==> config.mk <==
export PLATFORM = sky130hd
export DESIGN_NAME = star_hub_dir_ctrl
export DESIGN_NICKNAME = d
export VERILOG_FILES = /design/src/rtl/hub_pkg.sv /design/src/rtl/hub_sync.sv /design/src/rtl/hub_line_driver.sv /design/src/rtl/hub_arbiter.sv /design/src/rtl/star_hub_dir_ctrl.sv
export SDC_FILE = /design/constraint.sdc
export NUM_CORES = 1
export LEC_CHECK = 0
export ABC_AREA = 1
export CAP_MARGIN = 10
export CORE_UTILIZATION = 50
export DETAILED_ROUTE_END_ITERATION = 7
export PLACE_DENSITY = 0.67
export SYNTH_ARGS = -nofsm -noshare
export SYNTH_HDL_FRONTEND = slang
export SYNTH_HIERARCHICAL = 1
export SYNTH_SLANG_ARGS = --single-unit
==> constraint.sdc <==
create_clock -name clk -period 12.1 [get_ports clk]
set_input_delay 1.21 -clock clk [delete_from_list [all_inputs] [get_ports clk]]
set_output_delay 1.21 -clock clk [all_outputs]
set_load 0.05 [all_outputs]
==> src/rtl/hub_pkg.sv <==
package hub_pkg;
  typedef enum logic [1:0] {
    OWN_IDLE = 2'd0,
    OWN_HOST = 2'd1,
    OWN_PORT = 2'd2
  } owner_e;
endpackage

==> src/rtl/hub_sync.sv <==
module hub_sync #(
  parameter int WIDTH  = 11,
  parameter int STAGES = 2
) (
  input  logic             clk,
  input  logic             rst,
  input  logic [WIDTH-1:0] d_i,
  output logic [WIDTH-1:0] q_o
);
  logic [WIDTH-1:0] stg_q [STAGES];

  always_ff @(posedge clk) begin
    if (rst) begin
      for (int s = 0; s < STAGES; s++) stg_q[s] <= '1;
    end else begin
      stg_q[0] <= d_i;
      for (int s = 1; s < STAGES; s++) stg_q[s] <= stg_q[s-1];
    end
  end

  assign q_o = stg_q[STAGES-1];
endmodule

==> src/rtl/hub_line_driver.sv <==
module hub_line_driver #(
  parameter int HOLD_CYCLES = 2200
) (
  input  logic clk,
  input  logic rst,
  input  logic want_i,
  input  logic bit_i,
  output logic tx_o,
  output logic de_o
);
  localparam int CW = $clog2(HOLD_CYCLES + 1);

  logic          tx_q, de_q;
  logic [CW-1:0] hold_q;

  always_ff @(posedge clk) begin
    if (rst) begin
      tx_q   <= 1'b1;
      de_q   <= 1'b0;
      hold_q <= '0;
    end else if (!want_i) begin
      tx_q   <= 1'b1;
      de_q   <= 1'b0;
      hold_q <= '0;
    end else if (!bit_i) begin
      tx_q   <= 1'b0;
      de_q   <= 1'b1;
      hold_q <= CW'(HOLD_CYCLES);
    end else if (hold_q != '0) begin
      tx_q   <= 1'b1;
      de_q   <= 1'b1;
      hold_q <= hold_q - 1'b1;
    end else begin
      tx_q   <= 1'b1;
      de_q   <= 1'b0;
    end
  end

  assign tx_o = tx_q;
  assign de_o = de_q;

  // a low level is always actively driven
  p_low_driven_r4: assert property (@(posedge clk) disable iff (rst) !tx_q |-> de_q);
  // the enable survives the rising edge
  p_rise_held_r5: assert property (@(posedge clk) disable iff (rst) $rose(tx_q) |-> de_q);
  // the enable only drops while the line is high
  p_release_high_r5: assert property (@(posedge clk) disable iff (rst) $fell(de_q) |-> tx_q);
endmodule

==> src/rtl/hub_arbiter.sv <==
module hub_arbiter
  import hub_pkg::*;
#(
  parameter int N_PORTS        = 10,
  parameter int RELEASE_CYCLES = 208334
) (
  input  logic               clk,
  input  logic               rst,
  input  logic               host_s,
  input  logic [N_PORTS-1:0] port_s,
  output logic               fwd_bit,
  output logic               to_ports,
  output logic               to_host
);
  localparam int IW = (N_PORTS > 1) ? $clog2(N_PORTS) : 1;
  localparam int QW = $clog2(RELEASE_CYCLES + 1);

  owner_e        st_q, st_d;
  logic [IW-1:0] idx_q, idx_d;
  logic [QW-1:0] quiet_q, quiet_d;
  logic          low_any;
  logic [IW-1:0] low_idx;
  logic          src;

  // lowest-numbered low port wins
  always_comb begin
    low_any = 1'b0;
    low_idx = '0;
    for (int i = N_PORTS - 1; i >= 0; i--) begin
      if (!port_s[i]) begin
        low_any = 1'b1;
        low_idx = IW'(i);
      end
    end
  end

  always_comb begin
    st_d    = st_q;
    idx_d   = idx_q;
    quiet_d = quiet_q;
    src     = 1'b1;
    case (st_q)
      OWN_IDLE: begin
        if (!host_s) begin
          st_d = OWN_HOST;
          src  = 1'b0;
        end else if (low_any) begin
          st_d  = OWN_PORT;
          idx_d = low_idx;
          src   = 1'b0;
        end
      end
      default: begin
        src = (st_q == OWN_HOST) ? host_s : port_s[idx_q];
        if (!src) begin
          quiet_d = '0;
        end else if (quiet_q == QW'(RELEASE_CYCLES - 1)) begin
          st_d    = OWN_IDLE;
          quiet_d = '0;
        end else begin
          quiet_d = quiet_q + 1'b1;
        end
      end
    endcase
  end

  always_ff @(posedge clk) begin
    if (rst) begin
      st_q    <= OWN_IDLE;
      idx_q   <= '0;
      quiet_q <= '0;
    end else begin
      st_q    <= st_d;
      idx_q   <= idx_d;
      quiet_q <= quiet_d;
    end
  end

  assign fwd_bit  = src;
  assign to_ports = (st_d == OWN_HOST);
  assign to_host  = (st_d == OWN_PORT);

  // the granted port does not change during ownership
  p_grant_stable_r8: assert property (@(posedge clk) disable iff (rst)
    (st_q == OWN_PORT && $past(st_q == OWN_PORT)) |-> $stable(idx_q));
  // a low on the owner always keeps ownership
  p_low_keeps_r6: assert property (@(posedge clk) disable iff (rst)
    (st_q != OWN_IDLE && !src) |=> (st_q != OWN_IDLE));
  // direction never swaps without passing through idle
  p_no_swap_r7: assert property (@(posedge clk) disable iff (rst)
    (st_q == OWN_HOST) |=> (st_q != OWN_PORT));
  p_no_swap_back_r7: assert property (@(posedge clk) disable iff (rst)
    (st_q == OWN_PORT) |=> (st_q != OWN_HOST));
endmodule

==> src/rtl/star_hub_dir_ctrl.sv <==
module star_hub_dir_ctrl #(
  parameter int N_PORTS        = 10,
  parameter int SYNC_STAGES    = 2,
  parameter int HOLD_CYCLES    = 2200,
  parameter int RELEASE_CYCLES = 208334
) (
  input  logic               clk,
  input  logic               rst,
  input  logic               host_rx,
  output logic               host_tx,
  output logic               host_de,
  input  logic [N_PORTS-1:0] port_rx,
  output logic [N_PORTS-1:0] port_tx,
  output logic [N_PORTS-1:0] port_de
);
  logic [N_PORTS:0] rx_s;
  logic             fwd_bit, to_ports, to_host;

  hub_sync #(.WIDTH(N_PORTS + 1), .STAGES(SYNC_STAGES)) u_sync (
    .clk(clk), .rst(rst), .d_i({host_rx, port_rx}), .q_o(rx_s)
  );

  hub_arbiter #(.N_PORTS(N_PORTS), .RELEASE_CYCLES(RELEASE_CYCLES)) u_arb (
    .clk(clk), .rst(rst),
    .host_s(rx_s[N_PORTS]), .port_s(rx_s[N_PORTS-1:0]),
    .fwd_bit(fwd_bit), .to_ports(to_ports), .to_host(to_host)
  );

  hub_line_driver #(.HOLD_CYCLES(HOLD_CYCLES)) u_host_drv (
    .clk(clk), .rst(rst), .want_i(to_host), .bit_i(fwd_bit),
    .tx_o(host_tx), .de_o(host_de)
  );

  for (genvar g = 0; g < N_PORTS; g++) begin : g_port_drv
    hub_line_driver #(.HOLD_CYCLES(HOLD_CYCLES)) u_drv (
      .clk(clk), .rst(rst), .want_i(to_ports), .bit_i(fwd_bit),
      .tx_o(port_tx[g]), .de_o(port_de[g])
    );
  end

  // never drive both sides at once
  p_one_direction_r10: assert property (@(posedge clk) disable iff (rst)
    !(host_de && (|port_de)));
  // device ports are never driven low while the host line is driven
  p_no_echo_r3: assert property (@(posedge clk) disable iff (rst)
    host_de |-> (&port_tx));
endmodule

==> metrics.yaml <==
status: "complete, no violations"
powerDensity_mw_per_mm2: 134
drt_iter0_drc: 370
grt-ovfl-total: 0
insertion_delay_ps: 440
grt_usage: 0.193
path_clk_slew_ps: 80
ios: 35
first_pass_iters: 5
yosysTopAreaCell: "dfxtp_1"
final_util: 0.563
grt_max_degree: 49
worst-setup-path-type: "flop to flop"
ctsResizeCount: 0
syn_nets: 1496
synth-simple-area-share: 0.382
end_kind: "flop"
synth_top_area_share: 0.358
drive_gt1_frac: 0.241
startpoint_type: "flop"
arrival_ps: 3790
nets: 1530
cp.required_ps: 12470
synthFlopType: "dfxtp_1"
numCtsBuffers: 17
clockRootBuffer: "clkbuf_16"
rr_endpoint: "g_port_drv[7].u_drv/hold_q[1]"
num_vias: 8616
cts.path.max_buffers: 2
synthTopCellsByArea: "dfxtp_1, nand2_1, nor2_4, xor2_1, nor2_2"
reg2reg_from: "u_arb/st_q[1]"
grt_antenna_before_repair: 0
ant_nets: 0
rows: 54
dp_slack_ps: 8660
m1WireLength_um: 9930
portBuffers: 34
finalMaxSlewViolations: 0
die_w_um: 152
syn2layout_area_growth_pct: 10.2
synthArstFlopShare: 0
max_slew_margin: 0.316
dieArea_mm2: 0.0230
min_path_cells: 2
synth-compound-area-share: 0.0854
syn_area_per_cell_um2: 7.67
ys_seq_area_frac: 0.358
met3_length_um: 455
holdCritPathClass: "flop to flop"
crit_end: "g_port_drv[7].u_drv/hold_q[1]"
hold_buffers: 0
muxShareOfSynthArea: 0
synth-seq-cells: 200
via_per_inst: 4.82
finalPower_uw: 1650
final_common_cell: "nand2_1"
hp-start: "u_sync/stg_q[0][0]"
synth-adder-area-share: 0.0268
maxCapViolations: 0
gp_congestion: 0.845
tightest_slew_ps: 1020
place.detailed.hpwl_um: 15500
ir_drop_v: 0.0000782
synth_area_mm2: 0.0112
netlist-cell-type-count: 35
rsz0062_at_grt: "false"
wl_met2_um: 10200
routed_wl_um: 20800
diodes: 0
cts.sinks: 200
yosys_warnings: 6
cts_tree: "built"
hold_viol: 0
synthXorXnorAreaFrac: 0.0697
cts.htree.levels: 4
drc_errors: 0
synth-edff-count: 0
dieHeight_um: 152
fmax_ghz: 0.293
period_minus_slack_ps: 3410
tns_ps: 0
start_util: 0.511
p_leak_uw: 0.00584
timing.final.crit_share: 0.282
netlist_instances: 1459
first_global_vias: 8309
wl_per_cell_um: 11.6
reg2reg_slack_ps: 8690
post_cts_buffers: 0
cp_max_fo: 48
mostFrequentLayoutCells: "nand2_1, dfxtp_1, nor2_1, inv_1, nor2_2"
setup_violations: 0
fin_skew_ps: 13.7
synth_top_family_by_area: "simple AND/OR/NAND/NOR gates"
top_layer: "met4"
grt_pass1_wl_um: 36200
core-area_mm2: 0.0219
finalWorstSetupSlack_ps: 8690
r2r_cells: 10
cp-startpoint: "u_arb/st_q[1]"
## cells in the mapped netlist, types with 6 or more instances
cell type	instances
nand2_1	268
dfxtp_1	200
nor2_1	146
inv_1	142
nor2_2	90
xor2_1	76
a21oi_1	74
nand3_1	68
nor2_4	67
nand2_2	56
inv_2	36
nand3_2	34
ha_1	24
o21ai_1	22
a21oi_2	20
nor3_1	17
xnor2_1	13
buf_4	12
a31oi_1	11
clkinv_1	11
nand2_4	11
o21ai_2	11
o31ai_1	11
or2_1	11
o21ai_0	7
nand4_1	6
## final cells by class
class,count,area (um2)
clock buffer,17,425
clock inverter,15,171
multi-input combinational,1050,6320
inverter,189,709
fill,2087,9570
timing repair buffer,35,343
tap,280,350
sequential,200,4000
## layer usage
layer	global-route usage	up-vias
li1	-	4637
met1	0.239	3877
met2	0.339	77
met3	0.0362	25
met4	0.0550	0
met5	0	-
## cell families after synthesis
logic type      count (synthesis)
simple gates                  780
buf+inv                       209
flops                         200
compound gates                157
xor+xnor                       89
fa+ha+maj                      24
## power by group
part	switching (uW)	internal (uW)
sequential	22.9	681
combinational	244	126
clock	276	297
total	543	1100
## through the flow
| step | cells | area, um2 | hold WS [ps] |
|---|---|---|---|
| after floorplan | 1459 | 11200 | 380 |
| after global placement | 1754 | 11700 | 388 |
| after detailed placement | 1754 | 11700 | 393 |
| after CTS | 1786 | 12300 | 406 |
| after global routing | 1786 | 12300 | 435 |
| final | 1786 | 12300 | 407 |
## worst max-delay path: stages (launching register included)
cell and delay [ps]:
dfxtp_1 340, nor2_2 630, inv_2 390, nor2_1 220, inv_1 120, o21ai_4 440, buf_4 550, inv_1 180
nor2_2 250, o21ai_1 100, a21oi_1 110
## sequential cells by signal, indices dropped and copies added (netlist names)
name / count
g_port_drv.u_drv/hold_q: 120
u_host_drv/tx_o: 1
u_host_drv/hold_q: 12
u_host_drv/de_o: 1
g_port_drv.u_drv/de_o: 10
u_sync/stg_q: 22
u_arb/st_q: 2
u_arb/quiet_q: 18
u_arb/idx_q: 4
g_port_drv.u_drv/tx_o: 10
## worst min-delay path by stage
stage / end / slack, ps
2_1_floorplan: u_sync/stg_q[0][20] / 380
3_3_place_gp: u_sync/stg_q[0][20] / 390
3_5_place_dp: u_sync/stg_q[0][11] / 390
4_1_cts: u_sync/stg_q[0][11] / 410
5_1_grt: u_sync/stg_q[0][17] / 430
6_report: u_sync/stg_q[0][11] / 410
Power figures use the tool's default switching activity.
